==> src/rtl/iack_pkg.sv <==
package iack_pkg;
  typedef enum logic [1:0] {
    ST_IDLE = 2'd0,
    ST_ARB  = 2'd1,
    ST_RES  = 2'd2,
    ST_EXT  = 2'd3
  } iack_st_e;
endpackage

==> src/rtl/iack_match.sv <==
module iack_match #(
  parameter int N_PERIPH = 3,
  parameter int LVL_W    = 3,
  localparam int NSRC    = N_PERIPH + 1
) (
  input  logic [LVL_W-1:0]          ack_lvl,
  input  logic [N_PERIPH*LVL_W-1:0] per_lvl,
  input  logic [LVL_W-1:0]          tmr_lvl,
  input  logic [LVL_W-1:0]          xreq_lvl,
  output logic [NSRC-1:0]           mask,
  output logic                      tmr_hit
);
  logic lvl_ok;
  assign lvl_ok  = (ack_lvl != '0);
  assign tmr_hit = lvl_ok && (tmr_lvl == ack_lvl);
  // source 0 is the system-integration module
  assign mask[0] = tmr_hit || (lvl_ok && (xreq_lvl == ack_lvl));

  for (genvar i = 0; i < N_PERIPH; i++) begin : g_per
    assign mask[i+1] = lvl_ok && (per_lvl[i*LVL_W +: LVL_W] == ack_lvl);
  end
endmodule

==> src/rtl/iack_contend.sv <==
module iack_contend #(
  parameter int NSRC  = 4,
  parameter int ARB_W = 4,
  localparam int BW   = (ARB_W > 1) ? $clog2(ARB_W) : 1
) (
  input  logic                  clk,
  input  logic                  rst,
  input  logic                  load,
  input  logic [NSRC-1:0]       load_mask,
  input  logic                  step,
  input  logic [BW-1:0]         bit_idx,
  input  logic [NSRC*ARB_W-1:0] arb_flat,
  output logic [NSRC-1:0]       alive
);
  logic [NSRC-1:0] drive;
  logic            line;

  for (genvar i = 0; i < NSRC; i++) begin : g_drv
    assign drive[i] = arb_flat[i*ARB_W + int'(bit_idx)];
  end

  // wired-OR of the bits driven by sources still in contention
  assign line = |(alive & drive);

  always_ff @(posedge clk) begin
    if (rst) begin
      alive <= '0;
    end else if (load) begin
      alive <= load_mask;
    end else if (step) begin
      alive <= alive & ~(~drive & {NSRC{line}});
    end
  end
endmodule

==> src/rtl/iack_pick.sv <==
module iack_pick #(
  parameter int NSRC  = 4,
  parameter int ARB_W = 4,
  localparam int IW   = (NSRC > 1) ? $clog2(NSRC) : 1
) (
  input  logic [NSRC-1:0]       alive,
  input  logic [NSRC*ARB_W-1:0] arb_flat,
  output logic [IW-1:0]         win_idx,
  output logic [ARB_W-1:0]      win_arb,
  output logic                  none,
  output logic                  multi
);
  always_comb begin
    win_idx = '0;
    for (int i = NSRC - 1; i >= 0; i--) begin
      if (alive[i]) win_idx = IW'(i);
    end
  end

  assign win_arb = arb_flat[int'(win_idx)*ARB_W +: ARB_W];
  assign none    = (alive == '0);
  assign multi   = ($countones(alive) > 1);
endmodule

==> src/rtl/iack_arbiter.sv <==
module iack_arbiter #(
  parameter int N_PERIPH = 3,
  parameter int LVL_W    = 3,
  parameter int ARB_W    = 4,
  parameter int VEC_W    = 8,
  parameter int TMO_CYC  = 16
) (
  input  logic                          clk,
  input  logic                          rst,
  input  logic                          ack_go,
  input  logic [LVL_W-1:0]              ack_lvl,
  input  logic [N_PERIPH*LVL_W-1:0]     per_lvl,
  input  logic [N_PERIPH*ARB_W-1:0]     per_arb,
  input  logic [N_PERIPH*VEC_W-1:0]     per_vec,
  input  logic [ARB_W-1:0]              sim_arb,
  input  logic [LVL_W-1:0]              tmr_lvl,
  input  logic [VEC_W-1:0]              tmr_vec,
  input  logic [LVL_W-1:0]              xreq_lvl,
  input  logic                          ext_done,
  input  logic [VEC_W-1:0]              ext_vec,
  output logic                          busy,
  output logic                          term,
  output logic                          berr,
  output logic                          spur,
  output logic                          dup_err,
  output logic [VEC_W-1:0]              vec_out,
  output logic                          ext_cyc,
  output logic [LVL_W-1:0]              ext_lvl_o
);
  import iack_pkg::*;

  localparam int NSRC = N_PERIPH + 1;
  localparam int BW   = (ARB_W > 1) ? $clog2(ARB_W) : 1;
  localparam int IW   = (NSRC > 1) ? $clog2(NSRC) : 1;
  localparam int TW   = $clog2(TMO_CYC + 1);

  iack_st_e          st;
  logic [LVL_W-1:0]  lvl_q;
  logic              tmr_q;
  logic [BW-1:0]     bit_q;
  logic [TW-1:0]     tcnt;

  logic [NSRC-1:0]       mask;
  logic                  tmr_hit;
  logic [NSRC*ARB_W-1:0] arb_flat;
  logic [NSRC-1:0]       alive;
  logic [IW-1:0]         win_idx;
  logic [ARB_W-1:0]      win_arb;
  logic                  none;
  logic                  multi;
  logic [VEC_W-1:0]      per_win_vec;
  logic                  start;

  assign arb_flat = {per_arb, sim_arb};
  assign start    = (st == ST_IDLE) && ack_go;
  assign busy     = (st != ST_IDLE);

  iack_match #(.N_PERIPH(N_PERIPH), .LVL_W(LVL_W)) u_match (
    .ack_lvl (ack_lvl),
    .per_lvl (per_lvl),
    .tmr_lvl (tmr_lvl),
    .xreq_lvl(xreq_lvl),
    .mask    (mask),
    .tmr_hit (tmr_hit)
  );

  iack_contend #(.NSRC(NSRC), .ARB_W(ARB_W)) u_contend (
    .clk      (clk),
    .rst      (rst),
    .load     (start),
    .load_mask(mask),
    .step     (st == ST_ARB),
    .bit_idx  (bit_q),
    .arb_flat (arb_flat),
    .alive    (alive)
  );

  iack_pick #(.NSRC(NSRC), .ARB_W(ARB_W)) u_pick (
    .alive   (alive),
    .arb_flat(arb_flat),
    .win_idx (win_idx),
    .win_arb (win_arb),
    .none    (none),
    .multi   (multi)
  );

  always_comb begin
    per_win_vec = '0;
    for (int i = 0; i < N_PERIPH; i++) begin
      if (win_idx == IW'(i + 1)) per_win_vec = per_vec[i*VEC_W +: VEC_W];
    end
  end

  always_ff @(posedge clk) begin
    if (rst) begin
      st        <= ST_IDLE;
      lvl_q     <= '0;
      tmr_q     <= 1'b0;
      bit_q     <= '0;
      tcnt      <= '0;
      term      <= 1'b0;
      berr      <= 1'b0;
      spur      <= 1'b0;
      dup_err   <= 1'b0;
      vec_out   <= '0;
      ext_cyc   <= 1'b0;
      ext_lvl_o <= '0;
    end else begin
      term    <= 1'b0;
      berr    <= 1'b0;
      spur    <= 1'b0;
      dup_err <= 1'b0;
      unique case (st)
        ST_IDLE: begin
          if (ack_go) begin
            lvl_q <= ack_lvl;
            tmr_q <= tmr_hit;
            bit_q <= BW'(ARB_W - 1);
            st    <= ST_ARB;
          end
        end
        ST_ARB: begin
          if (bit_q == '0) st <= ST_RES;
          else             bit_q <= bit_q - 1'b1;
        end
        ST_RES: begin
          st <= ST_IDLE;
          if (none) begin
            berr <= 1'b1;
            spur <= 1'b1;
          end else if (win_arb == '0) begin
            spur <= 1'b1;
          end else if (multi) begin
            dup_err <= 1'b1;
            berr    <= 1'b1;
          end else if (win_idx == '0) begin
            if (tmr_q) begin
              term    <= 1'b1;
              vec_out <= tmr_vec;
            end else begin
              st        <= ST_EXT;
              ext_cyc   <= 1'b1;
              ext_lvl_o <= lvl_q;
              tcnt      <= '0;
            end
          end else begin
            term    <= 1'b1;
            vec_out <= per_win_vec;
          end
        end
        ST_EXT: begin
          if (ext_done) begin
            term      <= 1'b1;
            vec_out   <= ext_vec;
            ext_cyc   <= 1'b0;
            ext_lvl_o <= '0;
            st        <= ST_IDLE;
          end else if (tcnt == TW'(TMO_CYC - 1)) begin
            spur      <= 1'b1;
            berr      <= 1'b1;
            ext_cyc   <= 1'b0;
            ext_lvl_o <= '0;
            st        <= ST_IDLE;
          end else begin
            tcnt <= tcnt + 1'b1;
          end
        end
        default: st <= ST_IDLE;
      endcase
    end
  end
endmodule

==> config.mk <==
export PLATFORM = sky130hd
export DESIGN_NAME = iack_arbiter
export DESIGN_NICKNAME = d
export VERILOG_FILES = /design/src/rtl/iack_pkg.sv /design/src/rtl/iack_match.sv /design/src/rtl/iack_contend.sv /design/src/rtl/iack_pick.sv /design/src/rtl/iack_arbiter.sv
export SDC_FILE = /design/constraint.sdc
export NUM_CORES = 1
export LEC_CHECK = 0
export ABC_AREA = 1
export CORE_ASPECT_RATIO = 0.75
export CORE_UTILIZATION = 35
export CTS_BUF_LIST = sky130_fd_sc_hd__clkbuf_4 sky130_fd_sc_hd__clkbuf_8 sky130_fd_sc_hd__clkbuf_16
export CTS_CLUSTER_DIAMETER = 100
export DETAILED_ROUTE_END_ITERATION = 10
export HOLD_SLACK_MARGIN = 0.12
export SETUP_SLACK_MARGIN = 0.05
export SKIP_CTS_REPAIR_TIMING = 1
export SLEW_MARGIN = 25
export SYNTH_ARGS = -nofsm -noshare
export SYNTH_HDL_FRONTEND = slang
export SYNTH_HIERARCHICAL = 1
export SYNTH_SLANG_ARGS = --single-unit
==> constraint.sdc <==
create_clock -name clk -period 3.8 [get_ports clk]
set_clock_uncertainty 0.05 [all_clocks]
set_input_delay 1.14 -clock clk [delete_from_list [all_inputs] [get_ports clk]]
set_output_delay 1.14 -clock clk [all_outputs]
set_load 0.02 [all_outputs]
==> summary.txt <==
Detailed routing
  • Wire per inst: 12.36 µm
  • Final WL: 7665 µm
  • Initial drt markers: 161
  • DRC viols: 0
  • Vias per cell: 4.700
  • ANT nets after route: 0
  • Drt pass-1 iters: 4
  • Vias: 2914

Timing
  • RSZ-0062 raised after global routing: no
  • Hold slack final: 0.4148 ns
  • Hold Violations, Final: 0
  • Final setup TNS: 0 ns
  • Fin crit period: 2.904 ns
  • Crit share post-route: 76.42%
  • Slew HR: 55.49%
  • Fmax: 344.4 MHz
  • Worst Max-Slew Pin Slew: 0.6669 ns
  • Setup violators final: 0
  • Final max-slew violation count: 0

Run
  • Max Cap Viol: 0

Floorplan
  • DIE AREA: 0.008249 mm²
  • DIE WIDTH: 104.5 µm
  • Die Ht: 78.91 µm
  • Cell row count: 27
  • Num ports: 95
  • Initial Util: 36.80%
  • Core area: 0.007500 mm²

Placement
  • Port-buffer cells: 94
  • Gp weighted congestion: 0.8539
  • HPWL after detailed placement: 6174 µm

Synthesis
  • Cell Area, Synth: 0.002760 mm²
  • Synth Area per Inst: 6.434 µm²
  • Cell variety after synth: 36
  • Register area share after synthesis: 23.93%
  • Ys flop type: dfxtp_1
  • Post-synth EDFFs: 0
  • Synth Register Bits: 33
  • Syn Nets: 512
  • Yosys warns: 6
  • Cells after Synth: 429
  • Synth async-reset ratio: 0%

Clock network
  • Clock Latency Late Sink: 0.29 ns
  • H-tree Lvls: 2
  • CTS tree: done
  • Root Buffer: clkbuf_8
  • CTS Buf Count: 5
  • CTS clk-pin slew, worst paths: 0.07 ns
  • CTS max path bufs: 2
  • Clock Sinks: 33

Layout
  • Register Area: 660.6 µm²
  • Nets: 601
  • Most frequent cells in the layout: nand2_1 (97), clkdlybuf4s50_1 (94), nand3_1 (70)
  • ANT cells: 0
  • Filler cells: 778
  • Area grow syn2layout: 39.03%
  • Layout cells sized above 1: 12.52%
  • Most common cell after layout, fill and taps aside: nand2_1
  • Area of the multi-input gates: 0.001718 mm²

Critical path
  • Reg2Reg Depth: 11
  • Crit. End Element: output port
  • Maximum fanout along the worst path: 6
  • Setup CP Type: reg2out
  • Worst Setup SP: st[0]
  • Data arrival time at the worst-slack endpoint: 1.71 ns
  • Crit-path leading delay family: buffers and inverters
  • Crit-path slowest cell: clkdlybuf4s50_1
  • CP endpoint: busy
  • Worst path cell trace: nor2_1 -> inv_1 -> clkdlybuf4s50_1
  • Slowest cell delay on critical path: 0.63 ns
  • R2R Setup Slk: 1.29 ns
  • CP Data Required Time: 2.61 ns
  • Worst reg2reg path startpoint: u_contend/alive[0]
  • CP Buf/Inv Count: 2
  • R2R Path End: ext_lvl_o[2]
  • WP depth: 3
  • Critical Path Source Type: flop

Global routing
  • Initial antenna violation count: 0
  • All-Layer GR Usage: 19.10%
  • Vias in the first global route: 2691
  • First-pass GRT wire length: 12830 µm
  • Grt total ovfl: 0
  • Pin count of the biggest net entering global routing: 23

Worst hold path
  • Worst hold path class: reg2reg

Outcome
  • Status: finished clean

Pwr
  • Total power: 2.022 mW
  • PD cells: 526.9 mW/mm²
  • Worst vdd rail ir drop: 0.2853 mV
  • Static Leakage: 1.644 nW
-- power breakdown --
group	internal (mW)	switching, mW	total, mW
registers	0.426	0.0760	0.502
clock network	0.221	0.128	0.349
logic	0.431	0.739	1.17
-- through the flow --
stage,instances,cell area (µm²),worst slack [ns],util [%]
global route,620,3837,0.7971,51.17
finish,620,3837,0.8962,51.17
CTS,620,3837,0.8860,51.17
detailed placement,612,3717,0.9026,49.57
global placement,612,3717,0.9170,49.57
floorplan,429,2760,1.574,-
-- cell families (layout without fill, tap and decap cells) --
kind of cell / count (synthesis) / count (layout) / share of synthesized area, %
compound gates: 56 / 56 / 10.83
xor+xnor: 10 / 10 / 3.173
fa+ha+maj: 5 / 5 / 2.539
buf+inv: 80 / 170 / 13.83
flops: 33 / 33 / 23.93
simple gates: 245 / 245 / 45.69
-- state kept, by name, summed over array words and instances, names as in the netlist, 2 cells and up --
register / cells
bit_q: 2
ext_lvl_o: 3
lvl_q: 3
st: 2
tcnt: 5
u_contend/alive: 4
vec_out: 8
-- Yosys cell counts (2+ instances only) --
cell	number	area, µm²
nand2_1	97	364.1
nand3_1	70	350.3
inv_1	57	214.0
a21oi_1	35	175.2
dfxtp_1	33	660.6
nor2_1	29	108.9
o21ai_0	13	65.06
nand2_2	12	75.07
xnor2_1	9	78.83
or2_2	8	50.05
buf_6	7	78.83
inv_2	7	26.28
nand3_2	6	60.06
nand2_4	5	56.30
nor2_4	5	56.30
o21ai_1	5	25.02
ha_1	4	50.05
nor3_1	3	15.01
a21oi_2	2	17.52
buf_2	2	10.01
clkbuf_1	2	7.510
inv_6	2	17.52
nand3_4	2	35.03
nor2_8	2	40.04
-- worst min-delay path, delay by kind of cell (launching register included) --
family           cells  cell delay [ns]
AND/OR/NAND/NOR      1             0.06
flip-flops           1             0.31
AO/OA/AOI/OAI        1             0.05
-- metal layers --
layer	vias up	global-route usage [%]	wire (µm)
met2	83	28.68	3082
met1	1280	28.18	4085
met5	-	0	0
met4	0	5.143	114
met3	11	2.791	383
li1	1540	-	-
-- how the worst min path moves through the flow --
stage	start	endpoint	slack, ns	cells past startpoint
2_1_floorplan	lvl_q[0]	ext_lvl_o[0]	0.39	2
3_3_place_gp	vec_out[5]	vec_out[5]	0.40	2
3_5_place_dp	vec_out[4]	vec_out[4]	0.41	2
4_1_cts	vec_out[4]	vec_out[4]	0.42	2
5_1_grt	ext_lvl_o[0]	ext_lvl_o[0]	0.43	2
6_report	vec_out[4]	vec_out[4]	0.41	2
-- cell type report --
class	count	share of cell area [%]
flip-flops and latches	33	17.22
inverters	67	6.880
well taps	101	3.293
multi-input cells	316	44.77
clock buffers	7	2.348
repair buffers	95	24.71
clock inverters	1	0.7825
No activity file was read; power rests on OpenSTA's default activity.
